File: src/rtl/rxen_seed_pkg.sv
package rxen_seed_pkg;
  localparam int FINE_W = 5;
  localparam int PHY_W  = FINE_W + 2;

  typedef struct packed {
    logic latch;    // capture speeds at an accepted start
    logic capture;  // load seed or product from rdData
    logic divStep;  // one restoring-divider step
    logic write;    // issue the lane's write set
  } ctrlStrobes_t;
endpackage

File: src/rtl/rxen_seed_ctrl.sv
module rxen_seed_ctrl
  import rxen_seed_pkg::*;
#(
  parameter int LANES  = 8,
  parameter int DIMM_W = 2,
  parameter int DIV_CYC = 32
) (
  input  logic                            clk,
  input  logic                            rstN,
  input  logic                            start,
  input  logic                            passTwo,
  input  logic [DIMM_W-1:0]               dimmSel,
  output ctrlStrobes_t                    strobes,
  output logic                            passR,
  output logic [DIMM_W+$clog2(LANES)-1:0] laneAddr,
  output logic                            busy,
  output logic                            done
);
  localparam int LANE_W = $clog2(LANES);
  localparam int CNT_W  = $clog2(DIV_CYC + 1);
  localparam logic [LANE_W-1:0] LAST_LANE = LANE_W'(LANES - 1);
  localparam logic [CNT_W-1:0]  LAST_STEP = CNT_W'(DIV_CYC - 1);

  typedef enum logic [2:0] {S_IDLE, S_READ, S_DIV, S_WRITE, S_FIN} state_t;

  state_t state;
  logic [LANE_W-1:0] lane;
  logic [CNT_W-1:0]  divCnt;
  logic [DIMM_W-1:0] dimmR;

  always_ff @(posedge clk or negedge rstN) begin
    if (!rstN) begin
      state  <= S_IDLE;
      lane   <= '0;
      divCnt <= '0;
      dimmR  <= '0;
      passR  <= 1'b0;
    end else begin
      case (state)
        S_IDLE: if (start) begin
          passR <= passTwo;
          dimmR <= dimmSel;
          lane  <= '0;
          state <= S_READ;
        end
        S_READ: begin
          divCnt <= '0;
          state  <= passR ? S_DIV : S_WRITE;
        end
        S_DIV: begin
          divCnt <= divCnt + 1'b1;
          if (divCnt == LAST_STEP) state <= S_WRITE;
        end
        S_WRITE: begin
          if (lane == LAST_LANE) state <= S_FIN;
          else begin
            lane  <= lane + 1'b1;
            state <= S_READ;
          end
        end
        default: state <= S_IDLE;
      endcase
    end
  end

  always_comb begin
    strobes.latch   = (state == S_IDLE) && start;
    strobes.capture = (state == S_READ);
    strobes.divStep = (state == S_DIV);
    strobes.write   = (state == S_WRITE);
  end

  assign laneAddr = {dimmR, lane};
  assign busy     = (state != S_IDLE);
  assign done     = (state == S_FIN);
endmodule

File: src/rtl/rxen_seed_dp.sv
module rxen_seed_dp
  import rxen_seed_pkg::*;
#(
  parameter int TBL_W = 16,
  parameter int SPD_W = 16
) (
  input  logic               clk,
  input  logic               rstN,
  input  ctrlStrobes_t       strobes,
  input  logic               passR,
  input  logic [SPD_W-1:0]   curSpeed,
  input  logic [SPD_W-1:0]   prevSpeed,
  input  logic [TBL_W-1:0]   rdData,
  output logic [PHY_W-1:0]   phyVal,
  output logic [TBL_W-1:0]   tblVal
);
  localparam int PROD_W = TBL_W + SPD_W;
  localparam logic [TBL_W-1:0] ADD_P1    = TBL_W'(16'h3B);
  localparam logic [TBL_W-1:0] ONE_UI    = TBL_W'(16'h20);
  localparam logic [TBL_W-1:0] TWO_UI    = TBL_W'(16'h40);
  localparam logic [TBL_W-1:0] COARSE_MK = TBL_W'(16'h1E0);
  localparam int REM_SHIFT = 6;

  logic [SPD_W-1:0]  curR, prevR;
  logic [PROD_W-1:0] quo;
  logic [SPD_W-1:0]  remR;

  logic [TBL_W-1:0]  rxAdj;
  logic [PROD_W-1:0] product;
  logic [SPD_W:0]    shifted, trial;

  assign rxAdj   = rdData - ONE_UI;
  assign product = PROD_W'(rxAdj) * PROD_W'(curR);
  assign shifted = {remR, quo[PROD_W-1]};
  assign trial   = shifted - {1'b0, prevR};

  always_ff @(posedge clk or negedge rstN) begin
    if (!rstN) begin
      curR  <= '0;
      prevR <= '0;
      quo   <= '0;
      remR  <= '0;
    end else begin
      if (strobes.latch) begin
        curR  <= curSpeed;
        prevR <= prevSpeed;
      end
      if (strobes.capture) begin
        remR <= '0;
        quo  <= passR ? product : PROD_W'(rdData + ADD_P1);
      end else if (strobes.divStep) begin
        if (!trial[SPD_W]) begin
          remR <= trial[SPD_W-1:0];
          quo  <= {quo[PROD_W-2:0], 1'b1};
        end else begin
          remR <= shifted[SPD_W-1:0];
          quo  <= {quo[PROD_W-2:0], 1'b0};
        end
      end
    end
  end

  logic [TBL_W-1:0] seed, coarseBits, leftover;
  logic             oddCoarse;

  always_comb begin
    seed       = quo[TBL_W-1:0];
    oddCoarse  = seed[FINE_W];
    coarseBits = seed & COARSE_MK;
    leftover   = coarseBits - (oddCoarse ? ONE_UI : TWO_UI);
    tblVal     = leftover << REM_SHIFT;
    phyVal     = {(oddCoarse ? 2'b01 : 2'b10), seed[FINE_W-1:0]};
  end
endmodule

File: src/rtl/rxen_seed_gen.sv
module rxen_seed_gen
  import rxen_seed_pkg::*;
#(
  parameter int LANES  = 8,
  parameter int DIMM_W = 2,
  parameter int TBL_W  = 16,
  parameter int SPD_W  = 16,
  localparam int ADDR_W = DIMM_W + $clog2(LANES)
) (
  input  logic              clk,
  input  logic              rstN,
  input  logic              start,
  input  logic              passTwo,
  input  logic [DIMM_W-1:0] dimmSel,
  input  logic [SPD_W-1:0]  curSpeed,
  input  logic [SPD_W-1:0]  prevSpeed,
  output logic [ADDR_W-1:0] rdAddr,
  output logic              rdFromRxTable,
  input  logic [TBL_W-1:0]  rdData,
  output logic              phyWrEn,
  output logic [ADDR_W-1:0] phyWrAddr,
  output logic [PHY_W-1:0]  phyWrData,
  output logic              rxenWrEn,
  output logic [ADDR_W-1:0] rxenWrAddr,
  output logic [PHY_W-1:0]  rxenWrData,
  output logic              tblWrEn,
  output logic [ADDR_W-1:0] tblWrAddr,
  output logic [TBL_W-1:0]  tblWrData,
  output logic              busy,
  output logic              done
);
  ctrlStrobes_t       strobes;
  logic               passR;
  logic [ADDR_W-1:0]  laneAddr;
  logic [PHY_W-1:0]   phyVal;
  logic [TBL_W-1:0]   tblVal;

  rxen_seed_ctrl #(.LANES(LANES), .DIMM_W(DIMM_W), .DIV_CYC(TBL_W + SPD_W)) u_ctrl (
    .clk(clk), .rstN(rstN), .start(start), .passTwo(passTwo), .dimmSel(dimmSel),
    .strobes(strobes), .passR(passR), .laneAddr(laneAddr), .busy(busy), .done(done)
  );

  rxen_seed_dp #(.TBL_W(TBL_W), .SPD_W(SPD_W)) u_dp (
    .clk(clk), .rstN(rstN), .strobes(strobes), .passR(passR),
    .curSpeed(curSpeed), .prevSpeed(prevSpeed), .rdData(rdData),
    .phyVal(phyVal), .tblVal(tblVal)
  );

  assign rdAddr        = laneAddr;
  assign rdFromRxTable = passR;
  assign phyWrEn       = strobes.write;
  assign rxenWrEn      = strobes.write;
  assign tblWrEn       = strobes.write;
  assign phyWrAddr     = laneAddr;
  assign rxenWrAddr    = laneAddr;
  assign tblWrAddr     = laneAddr;
  assign phyWrData     = phyVal;
  assign rxenWrData    = phyVal;
  assign tblWrData     = tblVal;
endmodule

File: config.mk
export PLATFORM = sky130hd
export DESIGN_NAME = rxen_seed_gen
export DESIGN_NICKNAME = d
export VERILOG_FILES = /design/src/rtl/rxen_seed_pkg.sv /design/src/rtl/rxen_seed_ctrl.sv /design/src/rtl/rxen_seed_dp.sv /design/src/rtl/rxen_seed_gen.sv
export SDC_FILE = /design/constraint.sdc
export NUM_CORES = 1
export LEC_CHECK = 0
export BUFFER_PORTS_ARGS = -buffer_cell sky130_fd_sc_hd__buf_4
export CORE_ASPECT_RATIO = 2
export CORE_UTILIZATION = 51
export DETAILED_ROUTE_END_ITERATION = 7
export PLACE_DENSITY_LB_ADDON = 0.08
export SETUP_SLACK_MARGIN = 0.02
export SLEW_MARGIN = 30
export SYNTH_ARGS = -nofsm -noshare
export SYNTH_HDL_FRONTEND = slang
export SYNTH_SLANG_ARGS = --single-unit
File: constraint.sdc
create_clock -name clk -period 8.35 [get_ports clk]
set_clock_uncertainty 0.2 [all_clocks]
set_input_delay 0.4175 -clock clk [delete_from_list [all_inputs] [get_ports clk]]
set_output_delay 0.4175 -clock clk [all_outputs]
set_load 0.05 [all_outputs]
==> flow_metrics.env, run 1 <==
export IMPL_die_x_um=121
export IMPL_register_area_sq_um=2380
export IMPL_gr_total_overflow=0
export IMPL_fmax_mhz=137
export IMPL_hold_class="primary input to register"
export IMPL_end_kind="register"
export IMPL_drt_iter0_drc=490
export IMPL_outcome="finished clean"
export IMPL_fill_cells=2629
export IMPL_cts_root_buf="clkbuf_16"
export IMPL_h_tree_depth=3
export IMPL_relSlewSlack=0.438
export IMPL_layout_commonest_cell="inv_1"
export IMPL_crit_type="primary input to register"
export IMPL_hold_path_depth=3
export IMPL_hpwl_mm=32.9
export IMPL_portBuffers=97
export IMPL_row_count=87
export IMPL_startpoint_type="primary input"
export IMPL_ant_nets=0
export IMPL_yosysUniqueCellTypes=82
export IMPL_cts_resized=0
export IMPL_ys_seq_elements=95
export IMPL_synthArstFlopShare=1.00
export IMPL_post_route_min_period_ns=7.30
export IMPL_grt_usage=0.296
export IMPL_drive_above_1_share=0.102
export IMPL_via_per_inst=5.64
export IMPL_grt_max_degree=63
export IMPL_setup_violations=0
export IMPL_wl_per_cell_um=20.1
export IMPL_place_congestion=0.894
export IMPL_antenna_found_initial=0
export IMPL_maxCapViolCount=0
export IMPL_grt_pass1_vias=12100
export IMPL_finalNetCount=2055
export IMPL_syn_avg_cell_area_sq_um=8.77
export IMPL_reg2reg_depth=19
export IMPL_clock_latency_ns=0.37
export IMPL_core_sq_um=28100
export IMPL_start_util=0.518
export IMPL_synth_edf_count=0
export IMPL_vias=11500
export IMPL_routed_wl_mm=40.9
export IMPL_synthToLayoutAreaGrowth_pct=7.47
export IMPL_cts_buffer_depth=2
export IMPL_crit_arrival_ns=7.38
export IMPL_crit_required_ns=8.43
export IMPL_dieHeight_um=241
export IMPL_crit_fanout=13
export IMPL_ys_seq_area_frac=0.163
export IMPL_max_slew_worst_pin_slew_ns=0.842
export IMPL_cts_inserted_buffers=9
export IMPL_first_pass_iters=5
export IMPL_die_area_sq_um=29300
export IMPL_tritoncts="built"
export IMPL_multi_input_area_sq_um=10600
export IMPL_final_cell_mix="inv_1, nand2_1, fa_1"
export IMPL_rsz0062_at_grt="no"
export IMPL_fin_tns_setup_ns=0
export IMPL_ys_flop_type="dfrtp_1"
export IMPL_finalMaxSlewViolations=0
export IMPL_pin_count=110
export IMPL_clkTransAtPathRegs_ns=0.07
export IMPL_drc=0
export IMPL_synthCells=1659
export IMPL_antennaDiodeCount=0
export IMPL_grt_first_pass_wirelength_mm=64.5
export IMPL_cts_sinks=95
export IMPL_syn_area_sq_um=14600
export IMPL_yosys_warnings=0
export IMPL_hold_violations=0
export IMPL_post_route_period_util=0.875
[flip-flops by register name, indices dropped and copies added (netlist names)]
name           cells
u_ctrl.dimmR       2
u_dp.quo          32
u_dp.remR         16
u_dp.prevR        16
u_ctrl.state       3
u_ctrl.passR       1
u_ctrl.lane        3
u_ctrl.divCnt      6
u_dp.curR         16
[cell usage after synthesis (all sizes together), types with 13 or more instances]
library cell / count / share of area
a211oi: 13 / 0.0067
a21o: 17 / 0.0088
a21oi: 49 / 0.017
a31oi: 14 / 0.0060
and2: 107 / 0.046
buf: 52 / 0.026
clkbuf: 71 / 0.018
dfrtp: 95 / 0.16
fa: 195 / 0.27
ha: 129 / 0.11
inv: 263 / 0.068
mux2: 22 / 0.017
mux2i: 23 / 0.016
nand2: 233 / 0.060
nand3: 21 / 0.0072
nor2: 57 / 0.015
nor2b: 22 / 0.010
o211ai: 14 / 0.0072
o21ai: 65 / 0.023
xnor2: 23 / 0.014
xor2: 27 / 0.016
[what timing repair did]
| action | CTS | global route |
|---|---|---|
| endpoints found under the hold margin | 33 | 0 |
| hold buffers | 1 | 0 |
| buffers inserted | 0 | 0 |
[final cells by class]
cell class                 count  area share
multi-input combinational   1188       0.678
timing repair buffer         119      0.0573
clock buffer                  11      0.0155
clock inverter                 5     0.00552
tap                          356      0.0285
inverter                     264      0.0633
sequential                    95       0.152
[kinds of logic after synthesis]
family          after synthesis  synth area share
simple gates                505             0.167
buf+inv                     387             0.112
fa+ha+maj                   324             0.379
compound gates              252             0.115
flops                        95             0.163
xor+xnor                     50            0.0301
mux                          45            0.0331
other cells                   1          0.000258
[worst max-delay path, cell delays in order]
cell and delay, ns:
buf_4 0.18, inv_1 0.11, ha_1 0.20, nand2_1 0.12
nor4_1 0.27, xor2_1 0.61, buf_4 0.30, nand2_1 0.09
fa_1 0.54, fa_1 0.52, inv_1 0.05, fa_1 0.56
fa_1 0.43, fa_1 0.42, ha_1 0.31, ha_1 0.43
a21oi_1 0.36, o21ai_0 0.28, o41ai_1 0.67, nand4_1 0.17
o311a_1 0.16, o221ai_1 0.17
[per-layer routing]
metal,GRT usage,vias to the layer above,wire [um]
met5,0,-,0
met4,0.168,0,2290
met3,0.0310,113,1170
met2,0.570,292,23000
met1,0.301,5780,14500
li1,-,5301,-
[final timing paths]
path	end	from	slack, ns
max in group asynchronous	u_ctrl.state[2]$_DFFE_PN0P_	rstN	6.36
worst min-delay path	u_dp.prevR[7]$_DFFE_PN0P_	prevSpeed[7]	0.05
worst max register to register	u_dp.quo[31]$_DFFE_PN0P_	u_dp.curR[6]$_DFFE_PN0P_	1.61
min in group asynchronous	u_dp.remR[4]$_DFFE_PN0P_	rstN	0.36
worst min register to register	u_ctrl.divCnt[2]$_DFFE_PN0P_	u_ctrl.divCnt[2]$_DFFE_PN0P_	0.31
worst max-delay path	u_dp.quo[29]$_DFFE_PN0P_	rdData[5]	1.05
[metrics by stage]
stage                     setup WS, ns  std cells  utilization  area (sq um)  hold slack, ns
after CTS                         1.04       2038        0.557         15600          0.0310
after global routing             0.616       2038        0.557         15600          0.0407
after floorplan                   1.37       1670            -         14600         -0.0781
after global placement           0.789       2021        0.545         15300           0.224
after detailed placement         0.664       2021        0.545         15300           0.223
final                             1.05       2038        0.557         15600          0.0457
Power of run 1 is not shown: default switching activity piles up to over one toggle a cycle in this logic, so the estimate is an artifact.
==> inputs of run 2 (changes only) <==
- MAX_ROUTING_LAYER: not set -> met4
- PLACE_DENSITY: not set -> 0.71
- PLACE_DENSITY_LB_ADDON: 0.08 -> not set
==> run 2 against run 1 <==
Net effect:
- maximum frequency decreased by 2.6%
- critical path type unchanged
- sequential share of layout area hardly changed
- via count grew 1.0%
- final cell count about the same
- flip-flop and latch count did not move
==> flow_metrics.env, run 2 (synthesis gave the netlist of run 1 again) <==
export IMPL_layout_commonest_cell="inv_1"
export IMPL_finalNetCount=2056
export IMPL_multi_input_area_sq_um=10600
export IMPL_tritoncts="built"
export IMPL_rsz0062_at_grt="no"
export IMPL_synthToLayoutAreaGrowth_pct=7.50
export IMPL_hold_violations=0
export IMPL_top_register="u_dp.quo"
export IMPL_hpwl_mm=31.1
export IMPL_clkTransAtPathRegs_ns=0.07
export IMPL_start_util=0.518
export IMPL_pre_cts_ws_ns=0.576
export IMPL_post_route_period_util=0.898
export IMPL_numPlacedInstances=2022
export IMPL_setup_violations=0
export IMPL_routed_wl_mm=38.6
export IMPL_place_congestion=1.01
export IMPL_portBuffers=97
export IMPL_crit_required_ns=8.43
export IMPL_cts_inserted_buffers=9
export IMPL_holdWs_ns=0.0466
export IMPL_fmax_mhz=133
export IMPL_grt_max_degree=52
export IMPL_row_count=87
export IMPL_gr_total_overflow=0
export IMPL_wl_per_cell_um=18.9
export IMPL_post_route_min_period_ns=7.50
export IMPL_crit_fanout=16
export IMPL_via_per_inst=5.69
export IMPL_ant_nets=0
export IMPL_outcome="finished clean"
export IMPL_cts_buffer_depth=2
export IMPL_drt_iter0_drc=551
export IMPL_startpoint_type="primary input"
export IMPL_grt_first_pass_wirelength_mm=61.8
export IMPL_core_sq_um=28100
export IMPL_relSlewSlack=0.438
export IMPL_hold_class="primary input to register"
export IMPL_die_area_sq_um=29300
export IMPL_fin_tns_setup_ns=0
export IMPL_clock_latency_ns=0.37
export IMPL_first_pass_iters=8
export IMPL_h_tree_depth=3
export IMPL_drive_above_1_share=0.103
export IMPL_finalWorstSetupSlack_ns=0.853
export IMPL_cts_resized=0
export IMPL_finalMaxSlewViolations=0
export IMPL_crit_arrival_ns=7.58
export IMPL_cts_root_buf="clkbuf_16"
export IMPL_end_kind="register"
export IMPL_largest_reg_flops=32
export IMPL_post_cts_setup_buffers=0
export IMPL_dieHeight_um=241
export IMPL_antennaDiodeCount=0
export IMPL_max_slew_worst_pin_slew_ns=0.841
export IMPL_final_cell_mix="inv_1, nand2_1, fa_1"
export IMPL_antenna_found_initial=0
export IMPL_fill_cells=2585
export IMPL_register_area_sq_um=2380
export IMPL_vias=11600
export IMPL_crit_type="primary input to register"
export IMPL_finalNonFillerCells=2039
export IMPL_pin_count=110
export IMPL_cts_sinks=95
export IMPL_grt_usage=0.286
export IMPL_drc=0
export IMPL_die_x_um=121
export IMPL_maxCapViolCount=0
export IMPL_cts_hold_buf=1
export IMPL_grt_pass1_vias=12300
-- run 2: changes by cell type in the layout (fill, tap and decap cells not counted) --
cell / delta
inv_6: -1
nor2_1: -1
nor2_2: +1
buf_4: +1
clkbuf_1: +1
-- run 2: through the flow --
| stage | util | instance area, sq um |
|---|---|---|
| 4_1_cts | 0.557 | 15600 |
| 3_5_place_dp | 0.545 | 15300 |
| 6_report | 0.557 | 15600 |
| 3_3_place_gp | 0.545 | 15300 |
| 5_1_grt | 0.557 | 15600 |
| 2_1_floorplan | - | 14600 |
-- run 2: worst paths after layout --
path / from / endpoint / slack [ns] / cells past startpoint
max: rdData[5] / u_dp.quo[31]$_DFFE_PN0P_ / 0.85 / 25
min: passTwo / u_ctrl.passR$_DFFE_PN0P_ / 0.05 / 3
max reg2reg: u_dp.curR[3]$_DFFE_PN0P_ / u_dp.quo[31]$_DFFE_PN0P_ / 1.55 / 20
min reg2reg: u_ctrl.divCnt[5]$_DFFE_PN0P_ / u_ctrl.divCnt[5]$_DFFE_PN0P_ / 0.30 / 1
max in group asynchronous: rstN / u_ctrl.state[1]$_DFFE_PN0P_ / 6.47 / 3
min in group asynchronous: rstN / u_dp.prevR[4]$_DFFE_PN0P_ / 0.39 / 2
-- run 2: worst max-delay path, stage by stage --
cell	delay [ns]
buf_4	0.18
inv_1	0.32
ha_1	0.27
nand2_1	0.14
nand2_1	0.65
nand2_1	0.17
fa_1	0.51
fa_1	0.52
inv_1	0.06
fa_1	0.50
inv_1	0.05
fa_1	0.48
inv_1	0.06
fa_1	0.53
inv_1	0.05
fa_1	0.53
inv_1	0.04
ha_1	0.37
nand2_1	0.14
o21ai_0	0.20
a21bo_2	0.27
o2111ai_1	0.45
nand2_1	0.19
a2111o_1	0.40
o221ai_1	0.07
-- run 2: final cells by class --
cell class,count,area share
multi-input cells,1188,0.678
repair buffers,120,0.0577
well taps,356,0.0285
inverters,264,0.0633
flip-flops and latches,95,0.152
clock inverters,4,0.00496
clock buffers,12,0.0158
-- run 2: layer usage --
metal / up-vias / part of all wire / GRT usage
met2: 388 / 0.55 / 0.534
met1: 5741 / 0.34 / 0.271
li1: 5310 / - / -
met4: 0 / 0.077 / 0.198
met3: 166 / 0.035 / 0.0248
met5: - / 0 / -
Power of run 2 is left out for the same reason.
==> inputs of run 3 (changes only) <==
- CTS_BUF_LIST: not set -> sky130_fd_sc_hd__clkbuf_4
==> run 3 against run 2 <==
Net effect:
- routed wire length grew 1.0%
- final cell count increased by 1.8%
- first-iteration DRC count down 6.2%
- non-clock buffer count rose by 35
- register-to-register slack barely moved
- global-route usage grew 0.16 points
- flip-flop and latch count unchanged
- clock-buffer cell count down 1
==> flow_metrics.env, run 3 (synthesis gave the netlist of run 1 again) <==
export IMPL_grt_max_degree=52
export IMPL_crit_type="primary input to register"
export IMPL_maxCapViolCount=0
export IMPL_crit_arrival_ns=7.58
export IMPL_die_x_um=121
export IMPL_drive_above_1_share=0.101
export IMPL_core_sq_um=28100
export IMPL_routed_wl_mm=39.0
export IMPL_hold_violations=0
export IMPL_hpwl_mm=31.1
export IMPL_layout_commonest_cell="inv_1"
export IMPL_end_kind="register"
export IMPL_portBuffers=97
export IMPL_finalMaxSlewViolations=0
export IMPL_pin_count=110
export IMPL_hold_class="primary input to register"
export IMPL_first_pass_iters=8
export IMPL_cts_buffer_depth=2
export IMPL_vias=11700
export IMPL_antenna_found_initial=1
export IMPL_post_cts_setup_buffers=0
export IMPL_synthToLayoutAreaGrowth_pct=8.83
export IMPL_clock_latency_ns=0.50
export IMPL_largest_reg_flops=32
export IMPL_dieHeight_um=241
export IMPL_drt_iter0_drc=517
export IMPL_setup_violations=0
export IMPL_multi_input_area_sq_um=10600
export IMPL_die_area_sq_um=29300
export IMPL_startpoint_type="primary input"
export IMPL_gr_total_overflow=0
export IMPL_cts_root_buf="clkbuf_4"
export IMPL_place_congestion=1.01
export IMPL_crit_fanout=16
export IMPL_max_slew_worst_pin_slew_ns=0.839
export IMPL_reg2reg_slack_ns=1.54
export IMPL_outcome="finished clean"
export IMPL_wl_per_cell_um=18.8
export IMPL_register_area_sq_um=2380
export IMPL_grt_usage=0.288
export IMPL_row_count=87
export IMPL_crit_required_ns=8.58
export IMPL_clkTransAtPathRegs_ns=0.17
export IMPL_ant_nets=0
export IMPL_critPathSlowestCell="nand2_1"
export IMPL_cts_sinks=95
export IMPL_cts_inserted_buffers=9
export IMPL_h_tree_depth=3
export IMPL_fin_tns_setup_ns=0
export IMPL_drc=0
export IMPL_grt_first_pass_wirelength_mm=62.3
export IMPL_finalNetCount=2091
export IMPL_grt_pass1_vias=12500
export IMPL_via_per_inst=5.63
export IMPL_start_util=0.518
export IMPL_post_route_period_util=0.880
export IMPL_rsz0062_at_grt="no"
export IMPL_fill_cells=2568
export IMPL_tritoncts="built"
export IMPL_post_route_min_period_ns=7.35
export IMPL_top_register="u_dp.quo"
export IMPL_final_cell_mix="inv_1, nand2_1, fa_1"
export IMPL_relSlewSlack=0.441
export IMPL_fmax_mhz=136
export IMPL_cpPeakStageDelay_ns=0.65
## run 3: metal layers
layer	track usage	part of all wire	vias to the layer above
met3	0.0258	0.035	163
met5	-	0	-
li1	-	-	5381
met1	0.273	0.34	5745
met4	0.194	0.074	0
met2	0.540	0.55	388
## run 3: layout make-up
class	count	area share
repair buffers	155	0.0791
well taps	356	0.0281
multi-input cells	1188	0.670
flip-flops and latches	95	0.150
inverters	264	0.0626
clock inverters	5	0.00513
clock buffers	11	0.00521
diodes	1	0.000158
## run 3: through the flow
step / setup slack, ns / area (sq um) / cells / util / hold WS [ns]
2_1_floorplan: 1.37 / 14600 / 1670 / - / -0.0781
3_3_place_gp: 0.679 / 15300 / 2022 / 0.545 / 0.258
3_5_place_dp: 0.576 / 15300 / 2022 / 0.545 / 0.262
4_1_cts: 1.10 / 15800 / 2074 / 0.564 / 0.140
5_1_grt: 0.778 / 15800 / 2075 / 0.564 / 0.172
6_report: 1.00 / 15800 / 2075 / 0.564 / 0.168
## run 3: worst max-delay path: cells and delay by family
| family | cells | cell delay (ns) |
|---|---|---|
| compound gates | 5 | 1.37 |
| fa+ha+maj | 8 | 3.72 |
| buf+inv | 7 | 0.75 |
| simple gates | 5 | 1.29 |
## run 3: final timing paths
path                                                 to  depth (start not counted)                    startpoint
max reg2reg                    u_dp.quo[31]$_DFFE_PN0P_                         20      u_dp.curR[3]$_DFFE_PN0P_
max                            u_dp.quo[31]$_DFFE_PN0P_                         25                     rdData[5]
min in group asynchronous      u_dp.quo[25]$_DFFE_PN0P_                          2                          rstN
max in group asynchronous   u_ctrl.state[1]$_DFFE_PN0P_                          3                          rstN
min                             u_dp.quo[7]$_DFFE_PN0P_                          4                     rdData[7]
min reg2reg                u_ctrl.divCnt[5]$_DFFE_PN0P_                          1  u_ctrl.divCnt[5]$_DFFE_PN0P_
## run 3: repair_timing
action,CTS,global route
resized for setup,0,0
endpoints found under the hold margin,79,0
hold buffers,36,0
Power of run 3 is left out for the same reason.
